--- config.mk ---
export PLATFORM = sky130hd
export DESIGN_NAME = hda_out_deframer
export DESIGN_NICKNAME = d
export VERILOG_FILES = /design/src/rtl/hda_deframer_pkg.sv /design/src/rtl/hda_edge_capture.sv /design/src/rtl/hda_sync_tracker.sv /design/src/rtl/hda_stream_extract.sv /design/src/rtl/hda_out_deframer.sv
export SDC_FILE = /design/constraint.sdc
export NUM_CORES = 1
export LEC_CHECK = 0
export ABC_CLOCK_PERIOD_IN_PS = 4700
export BUFFER_PORTS_ARGS = -buffer_cell sky130_fd_sc_hd__buf_2
export CORE_MARGIN = 8
export CORE_UTILIZATION = 50
export CTS_CLUSTER_SIZE = 40
export DETAILED_ROUTE_END_ITERATION = 8
export GPL_TIMING_DRIVEN = 0
export PLACE_DENSITY = 0.8
export SYNTH_ARGS = -nofsm -noshare
export SYNTH_HDL_FRONTEND = slang
export SYNTH_SLANG_ARGS = --single-unit
--- constraint.sdc ---
create_clock -name clk -period 4.7 [get_ports clk]
set_input_delay 0.235 -clock clk [delete_from_list [all_inputs] [get_ports clk]]
set_output_delay 0.235 -clock clk [all_outputs]
set_load 0.02 [all_outputs]
--- src/rtl/hda_deframer_pkg.sv ---
package hda_deframer_pkg;
  localparam int CMD_BITS   = 32;
  localparam int CMD_CLKS   = CMD_BITS / 2;
  localparam int SMP_W_MAX  = 20;
  localparam int SMP_W_NARROW = 16;
  localparam logic [3:0] MARK_NIB = 4'hF;

  typedef enum logic [3:0] {
    SC_IDLE = 4'd0,
    SC_PRE3 = 4'd3,
    SC_ID0  = 4'd4,
    SC_ID3  = 4'd7,
    SC_MARK = 4'd15
  } sync_cnt_e;
endpackage

--- src/rtl/hda_edge_capture.sv ---
module hda_edge_capture (
  input  logic       clk,
  input  logic       rst_n,
  input  logic       sync,
  input  logic       sdo,
  output logic       sync_o,
  output logic [1:0] pair_o
);
  logic fall_q;
  logic rise_q;
  logic sync_q;

  // falling-edge sample of the data line
  always_ff @(negedge clk or negedge rst_n) begin
    if (!rst_n) fall_q <= 1'b0;
    else        fall_q <= sdo;
  end

  // rising-edge samples, then realign both bits of one period
  always_ff @(posedge clk or negedge rst_n) begin
    if (!rst_n) begin
      rise_q <= 1'b0;
      sync_q <= 1'b0;
      sync_o <= 1'b0;
      pair_o <= 2'b00;
    end else begin
      rise_q <= sdo;
      sync_q <= sync;
      sync_o <= sync_q;
      pair_o <= {rise_q, fall_q};
    end
  end
endmodule

--- src/rtl/hda_sync_tracker.sv ---
module hda_sync_tracker
  import hda_deframer_pkg::*;
#(
  parameter int FRAME_CLKS = 500
) (
  input  logic        clk,
  input  logic        rst_n,
  input  logic        sync_b,
  input  logic [1:0]  pair,
  input  logic [3:0]  cfg_preamble,
  output logic        frame_start,
  output logic        tag_done,
  output logic [3:0]  tag_id,
  output logic        locked,
  output logic        cmd_valid,
  output logic [31:0] cmd_word,
  output logic        frame_err
);
  localparam int PW = $clog2(FRAME_CLKS + 1) + 1;
  localparam logic [PW-1:0] POS_MAX = {PW{1'b1}};

  logic [3:0]    scnt_q, scnt_d;
  logic [6:0]    sbits_q;
  logic [7:0]    bits_n;
  logic [PW-1:0] pos_q, pos_d, cur_pos;
  logic          locked_d;
  logic [29:0]   csr_q, csr_d;
  logic          cval_d;
  logic [31:0]   cword_d;
  logic          err_d;
  logic          in_cmd;

  always_comb begin
    bits_n      = {sbits_q, sync_b};
    frame_start = (scnt_q == SC_MARK) && !sync_b;
    tag_done    = (scnt_q == SC_ID3);
    tag_id      = bits_n[3:0];
    unique case (scnt_q)
      SC_MARK: scnt_d = sync_b ? SC_MARK : SC_IDLE;
      SC_IDLE: scnt_d = sync_b ? 4'd1 : SC_IDLE;
      SC_PRE3: begin
        if (bits_n[3:0] == MARK_NIB)          scnt_d = SC_MARK;
        else if (bits_n[3:0] == cfg_preamble) scnt_d = SC_ID0;
        else                                  scnt_d = SC_IDLE;
      end
      SC_ID3:  scnt_d = SC_IDLE;
      default: scnt_d = scnt_q + 4'd1;
    endcase

    cur_pos  = frame_start ? '0 : pos_q;
    pos_d    = (cur_pos == POS_MAX) ? cur_pos : cur_pos + 1'b1;
    locked_d = locked | frame_start;
    in_cmd   = locked_d && (cur_pos < PW'(CMD_CLKS));
    csr_d    = in_cmd ? {csr_q[27:0], pair} : csr_q;
    cval_d   = in_cmd && (cur_pos == PW'(CMD_CLKS - 1));
    cword_d  = cval_d ? {csr_q, pair} : cmd_word;
    err_d    = frame_start && locked && (pos_q != PW'(FRAME_CLKS));
  end

  always_ff @(posedge clk or negedge rst_n) begin
    if (!rst_n) begin
      scnt_q    <= SC_IDLE;
      sbits_q   <= '0;
      pos_q     <= '0;
      locked    <= 1'b0;
      csr_q     <= '0;
      cmd_valid <= 1'b0;
      cmd_word  <= '0;
      frame_err <= 1'b0;
    end else begin
      scnt_q    <= scnt_d;
      sbits_q   <= bits_n[6:0];
      pos_q     <= pos_d;
      locked    <= locked_d;
      csr_q     <= csr_d;
      cmd_valid <= cval_d;
      cmd_word  <= cword_d;
      frame_err <= err_d;
    end
  end

  assert_cmd_once_R4: assert property (@(posedge clk) disable iff (!rst_n)
    cmd_valid |=> !cmd_valid);
  assert_err_at_start_R10: assert property (@(posedge clk) disable iff (!rst_n)
    frame_err |-> $past(frame_start));
  assert_tag_not_marker_R5: assert property (@(posedge clk) disable iff (!rst_n)
    !(frame_start && tag_done));
  assert_cmd_needs_lock_R1: assert property (@(posedge clk) disable iff (!rst_n)
    cmd_valid |-> locked);
endmodule

--- src/rtl/hda_stream_extract.sv ---
module hda_stream_extract
  import hda_deframer_pkg::*;
#(
  parameter int CH_MAX  = 4,
  parameter int BLK_MAX = 4,
  localparam int CW = $clog2(CH_MAX + 1),
  localparam int BW = $clog2(BLK_MAX + 1)
) (
  input  logic                 clk,
  input  logic                 rst_n,
  input  logic [1:0]           pair,
  input  logic                 frame_start,
  input  logic                 tag_done,
  input  logic [3:0]           tag_id,
  input  logic                 locked,
  input  logic [3:0]           cfg_stream_id,
  input  logic                 cfg_wide,
  input  logic [CW-1:0]        cfg_chans,
  input  logic [BW-1:0]        cfg_blocks,
  output logic                 smp_valid,
  output logic                 smp_first,
  output logic [SMP_W_MAX-1:0] smp_data
);
  localparam int TW = $clog2(CH_MAX * BLK_MAX + 1);

  logic                 on_q, on_d;
  logic [SMP_W_MAX-3:0] sr_q, sr_d;
  logic [4:0]           bit_q, bit_d, bit_n;
  logic [CW-1:0]        ch_q, ch_d;
  logic [TW-1:0]        tot_q, tot_d, tot_n, limit;
  logic [4:0]           width;
  logic [SMP_W_MAX-1:0] word, data_d;
  logic                 v_d, first_d;

  always_comb begin
    width   = cfg_wide ? 5'(SMP_W_MAX) : 5'(SMP_W_NARROW);
    limit   = TW'(cfg_chans) * TW'(cfg_blocks);
    word    = {sr_q, pair};
    bit_n   = bit_q + 5'd2;
    tot_n   = tot_q + 1'b1;
    on_d    = on_q;
    sr_d    = sr_q;
    bit_d   = bit_q;
    ch_d    = ch_q;
    tot_d   = tot_q;
    v_d     = 1'b0;
    first_d = 1'b0;
    data_d  = smp_data;
    // data of this period is consumed before any tag ending here
    if (on_q && !frame_start) begin
      sr_d  = word[SMP_W_MAX-3:0];
      bit_d = bit_n;
      if (bit_n == width) begin
        v_d     = 1'b1;
        first_d = (ch_q == '0);
        data_d  = cfg_wide ? word
                           : {{(SMP_W_MAX-SMP_W_NARROW){1'b0}}, word[SMP_W_NARROW-1:0]};
        bit_d   = '0;
        ch_d    = (ch_q == cfg_chans - 1'b1) ? '0 : ch_q + 1'b1;
        tot_d   = tot_n;
        if (tot_n == limit) on_d = 1'b0;
      end
    end
    if (frame_start) begin
      on_d = 1'b0;
    end else if (tag_done && locked) begin
      on_d  = (tag_id == cfg_stream_id);
      bit_d = '0;
      ch_d  = '0;
      tot_d = '0;
    end
  end

  always_ff @(posedge clk or negedge rst_n) begin
    if (!rst_n) begin
      on_q      <= 1'b0;
      sr_q      <= '0;
      bit_q     <= '0;
      ch_q      <= '0;
      tot_q     <= '0;
      smp_valid <= 1'b0;
      smp_first <= 1'b0;
      smp_data  <= '0;
    end else begin
      on_q      <= on_d;
      sr_q      <= sr_d;
      bit_q     <= bit_d;
      ch_q      <= ch_d;
      tot_q     <= tot_d;
      smp_valid <= v_d;
      smp_first <= first_d;
      smp_data  <= data_d;
    end
  end

  assert_first_with_valid_R7: assert property (@(posedge clk) disable iff (!rst_n)
    smp_first |-> smp_valid);
  assert_block_limit_R8: assert property (@(posedge clk) disable iff (!rst_n)
    on_q |-> (tot_q < limit));
  assert_quiet_unlocked_R1: assert property (@(posedge clk) disable iff (!rst_n)
    !locked |-> !smp_valid);
  assert_narrow_zero_R6: assert property (@(posedge clk) disable iff (!rst_n)
    (smp_valid && !cfg_wide) |-> (smp_data[SMP_W_MAX-1:SMP_W_NARROW] == '0));
endmodule

--- src/rtl/hda_out_deframer.sv ---
module hda_out_deframer
  import hda_deframer_pkg::*;
#(
  parameter int FRAME_CLKS = 500,
  parameter int CH_MAX     = 4,
  parameter int BLK_MAX    = 4,
  parameter int RST_STAGES = 2,
  localparam int CW = $clog2(CH_MAX + 1),
  localparam int BW = $clog2(BLK_MAX + 1)
) (
  input  logic                 clk,
  input  logic                 rst_n,
  input  logic                 sync,
  input  logic                 sdo,
  input  logic [3:0]           cfg_preamble,
  input  logic [3:0]           cfg_stream_id,
  input  logic                 cfg_wide,
  input  logic [CW-1:0]        cfg_chans,
  input  logic [BW-1:0]        cfg_blocks,
  output logic                 cmd_valid,
  output logic [31:0]          cmd_word,
  output logic                 smp_valid,
  output logic                 smp_first,
  output logic [SMP_W_MAX-1:0] smp_data,
  output logic                 frame_err
);
  logic [RST_STAGES-1:0] rst_pipe;
  logic                  rst_sync_n;
  logic                  sync_b;
  logic [1:0]            pair;
  logic                  frame_start, tag_done, locked;
  logic [3:0]            tag_id;

  // asynchronous assertion, synchronous release
  always_ff @(posedge clk or negedge rst_n) begin
    if (!rst_n) rst_pipe <= '0;
    else        rst_pipe <= {rst_pipe[RST_STAGES-2:0], 1'b1};
  end
  assign rst_sync_n = rst_pipe[RST_STAGES-1];

  hda_edge_capture u_cap (
    .clk    (clk),
    .rst_n  (rst_sync_n),
    .sync   (sync),
    .sdo    (sdo),
    .sync_o (sync_b),
    .pair_o (pair)
  );

  hda_sync_tracker #(.FRAME_CLKS(FRAME_CLKS)) u_trk (
    .clk          (clk),
    .rst_n        (rst_sync_n),
    .sync_b       (sync_b),
    .pair         (pair),
    .cfg_preamble (cfg_preamble),
    .frame_start  (frame_start),
    .tag_done     (tag_done),
    .tag_id       (tag_id),
    .locked       (locked),
    .cmd_valid    (cmd_valid),
    .cmd_word     (cmd_word),
    .frame_err    (frame_err)
  );

  hda_stream_extract #(.CH_MAX(CH_MAX), .BLK_MAX(BLK_MAX)) u_ext (
    .clk           (clk),
    .rst_n         (rst_sync_n),
    .pair          (pair),
    .frame_start   (frame_start),
    .tag_done      (tag_done),
    .tag_id        (tag_id),
    .locked        (locked),
    .cfg_stream_id (cfg_stream_id),
    .cfg_wide      (cfg_wide),
    .cfg_chans     (cfg_chans),
    .cfg_blocks    (cfg_blocks),
    .smp_valid     (smp_valid),
    .smp_first     (smp_first),
    .smp_data      (smp_data)
  );
endmodule

# After elaboration in Yosys (flattened, before gate mapping)
# Cells that the tools add are included.
[classes]
addsub = 6
n_mul = 1
magnitude_cmp = 1
n_eq_ne = 12
mux = 31
n_bitwise = 1
n_reduce_logical = 16
[ops]
columns = ["op", "n"]
rows = [
  ["$mux W5", 8],
  ["$mux W3", 7],
  ["$mux W10", 2],
  ["$mux W20", 1],
  ["$pmux W4 S4", 1],
  ["$add A10 B1 Y10 const B", 1],
  ["$eq A10 B10 Y1 const B", 1],
  ["$eq A10 B4 Y1 const B", 1],
  ["$eq A5 B5 Y1", 2],
  ["$lt A10 B5 Y1 const B", 1],
  ["$mux W1", 10],
  ["$ne A10 B9 Y1 const B", 1],
  ["$reduce_bool A3 Y1", 3],
  ["$eq A4 B4 Y1", 2],
  ["$eq A4 B4 Y1 const B", 2],
  ["$mux W4", 2],
  ["$logic_and A1 B1 Y1", 7],
  ["$add A5 B1 Y5 const B", 1],
  ["$add A5 B2 Y5 const B", 1],
  ["$mul A3 B3 Y5", 1],
  ["$add A4 B1 Y4 const B", 1],
  ["$eq A4 B2 Y1 const B", 1],
  ["$eq A4 B3 Y1 const B", 1],
  ["$logic_not A4 Y1", 1],
  ["other kinds (8)", 9],
]
[totals]
regBits = 144

# Depth between registers and ports, before layout
# Gate-level depths: netlist of run 1.
[depth]
word_depth = 7
depth_mapped = 10

# Modules after synthesis
# A second synthesis of run 1 with hierarchy kept.
[unflattened]
cells_unflattened = 485
area_unflattened_um2 = 6169.7
[modules_own_cells]
columns = ["mod", "instances", "cells_per_inst", "area_per_inst_um2", "seq_area_each_um2"]
rows = [
  ["hda_sync_tracker", 1, 235, 3369.5, 2052.0],
  ["hda_stream_extract", 1, 241, 2596.2, 1351.3],
  ["hda_edge_capture", 1, 6, 150.1, 150.1],
  ["hda_out_deframer", 1, 3, 53.8, 50.0],
]

==> results of run 1 <==
through the flow:
step                cell area [sq um]  instances
global route                     7340        788
global placement                 6660        751
floorplan                        6100        530
CTS                              7340        788
detailed placement               6720        753
finish                           7340        788
sequential cells by signal (all words and copies together), names as in the netlist, 2 cells and up:
name            count
rst_pipe            2
u_cap.pair_o        2
u_ext.bit_q         5
u_ext.ch_q          3
u_ext.smp_data     20
u_ext.sr_q         18
u_ext.tot_q         5
u_trk.cmd_word     32
u_trk.csr_q        30
u_trk.pos_q        10
u_trk.sbits_q       3
u_trk.scnt_q        4
worst min-delay path by stage:
stage / endpoint / slack (ps) / depth (start not counted)
after floorplan: rst_pipe[0] / -60 / 0
after global routing: u_ext.smp_data[16] / 130 / 3
after detailed placement: rst_pipe[1] / 30 / 1
after CTS: rst_pipe[1] / 120 / 2
after global placement: rst_pipe[0] / 20 / 1
final: u_ext.smp_data[16] / 130 / 3
logic make-up after synthesis:
family	after synthesis	share of synthesized area [%]
simple gates	208	15.1
flops	144	59.0
mux	65	12.0
xor+xnor	37	5.31
buf+inv	35	2.93
compound gates	27	2.71
fa+ha+maj	13	2.91
other cells	1	0.0614
power by group through the flow:
stage,Combinational [mW],Clock (mW),Sequential [mW]
global route,0.815,1.43,1.69
CTS,0.734,1.37,1.66
global placement,0.662,0,1.67
detailed placement,0.725,0,1.67
floorplan,0.523,0,1.66
finish,0.727,1.35,1.66
layer usage:
layer / GRT usage, % / wire [um]
met1: 18.5 / 5160
met2: 26.8 / 6120
met3: 5.74 / 646
met4: 5.80 / 167
met5: 0 / 0
what timing repair did:
| action | CTS | global route |
|---|---|---|
| gates resized for setup | 0 | 0 |
| hold buffers | 3 | 0 |
| setup buffers | 0 | 0 |
| endpoints found under the hold margin | 4 | 0 |
layout make-up:
cell class	count	share of cell area (%)
clock inverters	11	1.87
flip-flops and latches	144	49.1
inverters	13	0.733
well taps	147	2.50
repair buffers	79	6.20
multi-input cells	351	31.6
plain buffers	22	1.70
clock buffers	21	6.27
layout by cell type, fill, tap and decap left out, types with 8 or more instances in the layout:
cell	synthesis	final
a21oi_1	8	8
and2_1	11	11
buf_2	10	84
clkbuf_1	8	10
clkbuf_16	0	17
dfrtp_1	143	142
ha_1	11	11
inv_1	12	12
mux2_2	63	63
nand2_1	131	131
nand3_1	16	16
nor2_1	21	21
o21ai_0	8	8
xnor2_1	20	20
xor2_1	17	17
==> out/qor.yml, run 1 <==
yosys:
  yosys_register_bits: 144
  synth_edf_count: 0
  synth.avg_cell_area_sq_um: 11.5
  yosysTopAreaCell: "dfrtp_1"
  yosysSeqAreaShare_pct: 59.0
  syn_nets: 562
  synth_area_sq_mm: 0.00610
  synth_cells: 530
  yosysMostFrequentCell: "dfrtp_1"
  yosysTopAreaCellShare_pct: 58.6
  ys_types: 45
  synth_common_cells: "dfrtp_1 (143), nand2_1 (131), mux2_2 (63)"
  synthTopCellsByArea: "dfrtp_1 (59%), mux2_2 (12%), nand2_1 (8.1%)"
  synth_flop_cell: "dfrtp_1"
  ys_async_sr_fraction_pct: 100
  yosysWarnings: 0
global_route:
  grt_pass1_vias: 4361
  grt_use_total_pct: 16.0
  grt_pass1_wl_mm: 20.6
  grt_start_max_net_pins: 65
  grt-ovfl-total: 0
  antenna_found_initial: 0
layout:
  drive_above_1_share_pct: 29.3
  diodes: 0
  area.sequential_sq_mm: 0.00361
  final_util_pct: 61.4
  nNetsFinal: 660
  multi_input_area_sq_mm: 0.00232
  fillCellCount: 938
  area_growth_pct: 20.3
routing:
  num_vias: 4097
  routed_via_density: 5.20
  finalWirelength_mm: 12.1
  ant_nets: 0
  drt-initial-drc-count: 244
  drtPass1Iterations: 4
  drc: 0
  wl_per_cell_um: 15.3
pwr:
  finalPower_mw: 3.73
  clockPowerShare_pct: 36.1
  power.switching_mw: 1.08
  power.leakage_nw: 3.88
  p_int_mw: 2.65
  powerDensity_mw_per_mm2: 508
  p_comb_share_pct: 19.5
  p_seq_share_pct: 44.5
  ir_drop_v: 0.000244
  swShare_pct: 28.9
placed_design:
  io_buffers: 74
  dp_slack_ps: 1530
  place.gp.congestion: 0.851
  hpwl_mm: 8.42
critical_path:
  cp_data_arrival_time_ps: 1460
  cp_slowest_cell: "dfrtp_4"
  cp_top_family: "flip-flops"
  reg2reg_slack_ps: 1540
  slowest_delay_ps: 710
  critPathBufInv: 1
  end_kind: "asynchronous set/reset pin"
  start_kind: "register"
  crit_end: "u_cap.fall_q"
  path_depth: 1
  r2r_cells: 1
  cp_data_required_time_ps: 3000
  cp_max_fo: 51
  reg2reg_from: "rst_pipe[1]"
  worstPathCellList: "buf_16"
  critPathKind: "reg -> async"
  cp-startpoint: "rst_pipe[1]"
  r2r-end: "u_cap.fall_q"
cts:
  clock_sinks: 144
  cts_htree_levels: 4
  cts_tree: "done"
  cts-root-buf: "clkbuf_16"
  cts_buffers: 17
  insertion_delay_ps: 410
  clk_pin_slew_ps: 60
  cts.path.max_buffers: 2
timing:
  setup_tns_ps: 0
  whs_ps: 131
  post-route-worst-setup-slack_ps: 1540
  fin_skew_ps: 22.7
  final-setup-viol-count: 0
  hold_viol_final: 0
  grt_setup_unrepaired: "no"
  drv_slew: 0
die:
  die_w_um: 126
  start_util_pct: 51.0
  die_h_um: 126
  fp.coreArea_sq_mm: 0.0120
  io_pins: 75
  die_area_sq_mm: 0.0160
  row_count: 40
outcome:
  status: "finished clean"
run:
  cap_violations: 0
worst_hold_path:
  min_from: "cfg_wide"
  hp-class: "in -> reg"
(Power assumes the default switching activity.)
==> run 2: changes to the inputs <==
ABC_CLOCK_PERIOD_IN_PS = 2700   (was 4700)
PLACE_DENSITY = 0.83   (was 0.8)
clock period = 2.7 ns   (was 4.7 ns; I/O delays follow)
==> run 2 against run 1 <==
Effect of this change:
- critical path depth grew 8
- clock skew grew 4.5 ps
- hold slack lost 93 ps
- via count grew 1.7%
- critical path type is now reg -> reg
==> out/qor.yml, run 2 (synthesis gave the netlist of run 1 again) <==
outcome:
  status: "finished clean"  # unchanged
global_route:
  antenna_found_initial: 0  # unchanged
  grt_pass1_wl_mm: 20.7  # was 20.6 mm
  grt-ovfl-total: 0  # unchanged
  grt_pass1_vias: 4331  # was 4,361
  grt_use_total_pct: 16.1  # was 16.0%
  grt_start_max_net_pins: 68  # was 65
layout:
  final_util_pct: 61.8  # was 61.4%
  final_cell_mix: "dfrtp_1 (142), nand2_1 (131), buf_2 (82), mux2_2 (63), nor2_1 (21)"  # was dfrtp_1 (142), nand2_1 (131), buf_2 (84), mux2_2 (63), nor2_1 (21)
  mostFrequentLayoutCell: "dfrtp_1"  # unchanged
  post-route-cell-area_sq_mm: 0.00739  # was 0.00734 sq mm
  largest_reg_flops: 32  # unchanged
  nNetsFinal: 661  # was 660
  largestRegisters: "u_trk.cmd_word x32, u_trk.csr_q x30, u_ext.smp_data x20"  # unchanged
  area_growth_pct: 21.1  # was 20.3%
  drive_above_1_share_pct: 29.6  # was 29.3%
  fillCellCount: 903  # was 938
  regMostFlops: "u_trk.cmd_word"  # unchanged
  diodes: 0  # unchanged
placed_design:
  placed_area_sq_mm: 0.00671  # was 0.00672 sq mm
  hpwl_mm: 8.59  # was 8.42 mm
  io_buffers: 74  # unchanged
  place.gp.congestion: 0.762  # was 0.851
routing:
  wl_per_cell_um: 15.5  # was 15.3 um
  drc: 0  # unchanged
  finalWirelength_mm: 12.3  # was 12.1 mm
  drtPass1Iterations: 4  # unchanged
  routed_via_density: 5.28  # was 5.20
  num_vias: 4166  # was 4,097
  drt-initial-drc-count: 279  # was 244
  ant_nets: 0  # unchanged
cts:
  clk_pin_slew_ps: 60  # about the same
  clock_sinks: 144  # unchanged
  cts.path.max_buffers: 2  # unchanged
  insertion_delay_ps: 420  # was 410 ps
  cts_htree_levels: 4  # unchanged
  cts_buffers: 17  # unchanged
  cts-root-buf: "clkbuf_16"  # unchanged
  cts_tree: "done"  # unchanged
critical_path:
  worstPathCellList: "ha_1, nand4b_1, and2_1, ha_1, nand3_2, nor2_1, nand2_2, buf_2, mux2_2"  # was buf_16
  cp_max_fo: 10  # was 51
  cp_slowest_cell: "dfrtp_1"  # was dfrtp_4
  end_kind: "register"  # was asynchronous set/reset pin
  crit_top_cell: "ha_1"
  critPathBufInv: 1  # unchanged
  critPathKind: "reg -> reg"  # was reg -> async
  start_kind: "register"  # unchanged
  cp_data_required_time_ps: 3000  # about the same
  slowest_delay_ps: 420  # was 710 ps
  cp_data_arrival_time_ps: 2760  # was 1460 ps
  cp_top_family: "simple AND/OR/NAND/NOR gates"  # was flip-flops
timing:
  drv_slew: 0  # unchanged
  post-route-period-util_pct: 91.0
  setup_tns_ps: 0  # unchanged
  whs_ps: 37.5  # was 131 ps
  fin_skew_ps: 27.1  # was 22.7 ps
  final-setup-viol-count: 0  # unchanged
  fmax_ghz: 0.407
  hold_viol_final: 0  # unchanged
  post-route-min-period_ps: 2460
  grt_setup_unrepaired: "no"  # unchanged
pwr:
  finalPower_mw: 6.62  # was 3.73 mW
  power.leakage_nw: 3.89  # was 3.88 nW
  powerDensity_mw_per_mm2: 896  # was 508 mW/mm^2
  ir_drop_v: 0.000622  # was 0.000244 V
run:
  cap_violations: 0  # unchanged
die:
  start_util_pct: 51.0  # unchanged
  row_count: 40  # unchanged
  die_w_um: 126  # unchanged
  fp.coreArea_sq_mm: 0.0120  # unchanged
  die_area_sq_mm: 0.0160  # unchanged
  die_h_um: 126  # unchanged
  io_pins: 75  # unchanged
worst_hold_path:
  hp-class: "in -> async"  # was in -> reg
-- run 2: worst register-to-register path, stage by stage, from the launching register on --
cell and delay (ps):
dfrtp_1 420, ha_1 280, nand4b_1 190, and2_1 220, ha_1 230, nand3_2 160, nor2_1 80, nand2_2 130
buf_2 260, mux2_2 370
-- run 2: timing repair --
item / in CTS / in global routing
buffers inserted: 0 / 1
endpoints found under the hold margin: 4 / 0
hold buffers: 3 / 0
endpoints found under the setup margin: 0 / 34
resized for setup: 0 / 4
-- run 2: per-stage QoR --
step,worst slack [ps],instances
3_5_place_dp,-15.5,753
5_1_grt,34.9,789
4_1_cts,26.5,788
2_1_floorplan,-65.6,530
3_3_place_gp,-461,751
6_report,244,789
-- run 2: area by class of cell --
| class | instances | area (sq um) | share of cell area [%] |
|---|---|---|---|
| Timing Repair Buffer | 80 | 455 | 6.16 |
| Clock buffer | 21 | 460 | 6.23 |
| Inverter | 13 | 53.8 | 0.728 |
| Sequential cell | 144 | 3610 | 48.8 |
| Buffer | 22 | 130 | 1.76 |
| Clock inverter | 11 | 163 | 2.20 |
| Tap cell | 147 | 184 | 2.49 |
| Multi-Input combinational cell | 351 | 2330 | 31.6 |
-- run 2: power breakdown --
| group | switching, mW | internal, mW | leakage (nW) | total (mW) |
|---|---|---|---|---|
| logic | 0.691 | 0.588 | 1.66 | 1.28 |
| registers | 0.347 | 2.54 | 1.93 | 2.89 |
| clock network | 0.866 | 1.59 | 0.299 | 2.45 |
| total | 1.90 | 4.72 | 3.89 | 6.62 |
-- run 2: final timing paths --
| check | from | end | slack [ps] | cells past startpoint |
|---|---|---|---|---|
| min in group clk | cfg_wide | u_ext.smp_data[19] | 40 | 3 |
| min | rst_n | rst_pipe[1] | 40 | 2 |
| max in group asynchronous | rst_pipe[1] | u_cap.fall_q | 530 | 1 |
| max | u_trk.scnt_q[0] | u_trk.cmd_word[28] | 240 | 9 |
| min reg2reg | rst_pipe[1] | u_trk.cmd_word[7] | 290 | 0 |
| max reg2reg | u_trk.scnt_q[0] | u_trk.cmd_word[28] | 240 | 9 |
-- run 2: per-layer routing --
metal,GRT usage (%),share of wire [%]
met1,19.1,43
met5,0,0
met3,5.32,5.4
met4,4.60,0.85
met2,27.3,51
==> run 3: changes to the inputs <==
CORE_UTILIZATION = 52   (was 50)
PLACE_DENSITY = 0.85   (was 0.83)
==> run 3 against run 2 <==
Effect of this change:
- critical path depth decreased by 1
- sequential share of layout area decreased by 0.099 points
- power increased by 0.12%
- final cell count decreased by 0.25%
- core utilization increased by 3.1 points
- sequential power about the same
- global-route usage decreased by 0.096 points
- clock power about the same
- hold slack got worse by 4.9 ps
- critical endpoint is now u_trk.pos_q[1]
- largest power group unchanged
==> out/qor.yml, run 3 (synthesis gave the netlist of run 1 again) <==
outcome:
  status: "finished clean"  # unchanged
timing:
  hold_viol_final: 0  # unchanged
  post-route-min-period_ps: 2510  # was 2460 ps
  fmax_ghz: 0.399  # was 0.407 GHz
  post-route-period-util_pct: 92.9  # was 91.0%
  fin_skew_ps: 20.0  # was 27.1 ps
  grt_setup_unrepaired: "no"  # unchanged
  final-setup-viol-count: 0  # unchanged
  drv_slew: 0  # unchanged
  whs_ps: 32.6  # was 37.5 ps
critical_path:
  cp_data_arrival_time_ps: 2800  # was 2760 ps
  reg2reg_from: "u_trk.scnt_q[0]"  # unchanged
  cp_data_required_time_ps: 2990  # was 3000 ps
  cp_max_fo: 7  # was 10
  r2r_cells: 8  # was 9
  reg2reg_slack_ps: 190  # was 240 ps
  start_kind: "register"  # unchanged
  critPathKind: "reg -> reg"  # unchanged
  r2r-end: "u_trk.pos_q[1]"  # was u_trk.cmd_word[28]
  end_kind: "register"  # unchanged
routing:
  ant_nets: 0  # unchanged
  routed_via_density: 5.21  # was 5.28
  num_vias: 4103  # was 4,166
  drt-initial-drc-count: 300  # was 279
  wl_per_cell_um: 15.2  # was 15.5 um
  drtPass1Iterations: 4  # unchanged
  finalWirelength_mm: 12.0  # was 12.3 mm
  drc: 0  # unchanged
global_route:
  grt-ovfl-total: 0  # unchanged
  grt_pass1_vias: 4359  # was 4,331
  grt_start_max_net_pins: 76  # was 68
  grt_use_total_pct: 16.0  # was 16.1%
  grt_pass1_wl_mm: 20.9  # was 20.7 mm
  antenna_found_initial: 0  # unchanged
layout:
  mostFrequentLayoutCell: "dfrtp_1"  # unchanged
  finalNonFillerCells: 787  # was 789
  final_cell_mix: "dfrtp_1 (142), nand2_1 (131), buf_2 (83), mux2_2 (63), nor2_1 (21)"  # was dfrtp_1 (142), nand2_1 (131), buf_2 (82), mux2_2 (63), nor2_1 (21)
  regMostFlops: "u_trk.cmd_word"  # unchanged
  final_util_pct: 64.8  # was 61.8%
  area_growth_pct: 21.3  # was 21.1%
  diodes: 0  # unchanged
  nNetsFinal: 663  # was 661
  drive_above_1_share_pct: 30.0  # was 29.6%
  largest_reg_flops: 32  # unchanged
  largestRegisters: "u_trk.cmd_word x32, u_trk.csr_q x30, u_ext.smp_data x20"  # unchanged
die:
  die_w_um: 124  # was 126 um
  die_h_um: 124  # was 126 um
  row_count: 39  # was 40
  fp.coreArea_sq_mm: 0.0114  # was 0.0120 sq mm
  die_area_sq_mm: 0.0155  # was 0.0160 sq mm
  io_pins: 75  # unchanged
  start_util_pct: 53.5  # was 51.0%
cts:
  cts_htree_levels: 4  # unchanged
  cts.path.max_buffers: 2  # unchanged
  cts_tree: "done"  # unchanged
  cts-root-buf: "clkbuf_16"  # unchanged
  clk_pin_slew_ps: 60  # about the same
  cts_buffers: 17  # unchanged
  insertion_delay_ps: 410  # was 420 ps
  clock_sinks: 144  # unchanged
placed_design:
  hpwl_mm: 8.15  # was 8.59 mm
  place.gp.congestion: 0.797  # was 0.762
  dp.cells: 748  # was 753
  io_buffers: 74  # unchanged
run:
  cap_violations: 0  # unchanged
worst_hold_path:
  hp-class: "in -> async"  # unchanged
pwr:
  powerDensity_mw_per_mm2: 896  # about the same
  power.leakage_nw: 3.91  # was 3.89 nW
  ir_drop_v: 0.000840  # was 0.000622 V
[run 3: repair_timing]
action	4_1_cts	5_1_grt
hold buffers	3	0
buffers inserted	0	4
cloned	0	0
endpoints found under the hold margin	4	0
resized for setup	2	1
pin swaps	0	1
endpoints found under the setup margin	1	31
[run 3: worst max-delay path by stage]
stage / endpoint / slack (ps) / start
floorplan: u_cap.fall_q / -70 / rst_pipe[1]
detailed placement: u_ext.on_q / -60 / cfg_chans[0]
finish: u_trk.pos_q[1] / 190 / u_trk.scnt_q[0]
global placement: u_cap.fall_q / -460 / rst_pipe[1]
global route: u_trk.pos_q[1] / 30 / u_trk.scnt_q[0]
CTS: u_cap.fall_q / 60 / rst_pipe[1]
[run 3: stage by stage]
stage | power, mW | area, sq um | setup WS (ps) | setup TNS, ps
2_1_floorplan | 3.81 | 6110 | -65.6 | -65.6
3_3_place_gp | 4.06 | 6660 | -465 | -465
3_5_place_dp | 4.16 | 6680 | -57.8 | -65.6
4_1_cts | 6.68 | 7360 | 62.4 | 0
5_1_grt | 6.98 | 7400 | 29.7 | 0
6_report | 6.63 | 7400 | 193 | 0
[run 3: layout make-up]
class	instances	area (sq um)
Inverter	13	53.8
Tap cell	143	179
Buffer	22	128
Clock buffer	21	470
Clock inverter	11	160
Multi-Input combinational cell	351	2330
Fill cell	857	4020
Timing Repair Buffer	82	470
Sequential cell	144	3610
[run 3: critical path, cell delays in order (launching register included)]
cell,delay (ps)
dfrtp_1,430
ha_1,290
nand4b_1,190
and2_1,200
ha_1,190
nand3_2,180
nor4b_4,390
nand2_1,200
mux2_2,310
[run 3: report_power, final]
part	total [mW]	leakage [nW]	switching (mW)	internal, mW
clock network	2.46	0.309	0.854	1.61
registers	2.89	1.93	0.349	2.54
logic	1.27	1.67	0.686	0.588
[run 3: per-layer routing]
layer	vias up	GRT usage [%]	wire length (um)
met5	-	0	0
met4	0	6.80	205
met3	19	4.47	559
met2	103	26.2	5960
met1	2031	19.4	5230
li1	1950	-	-
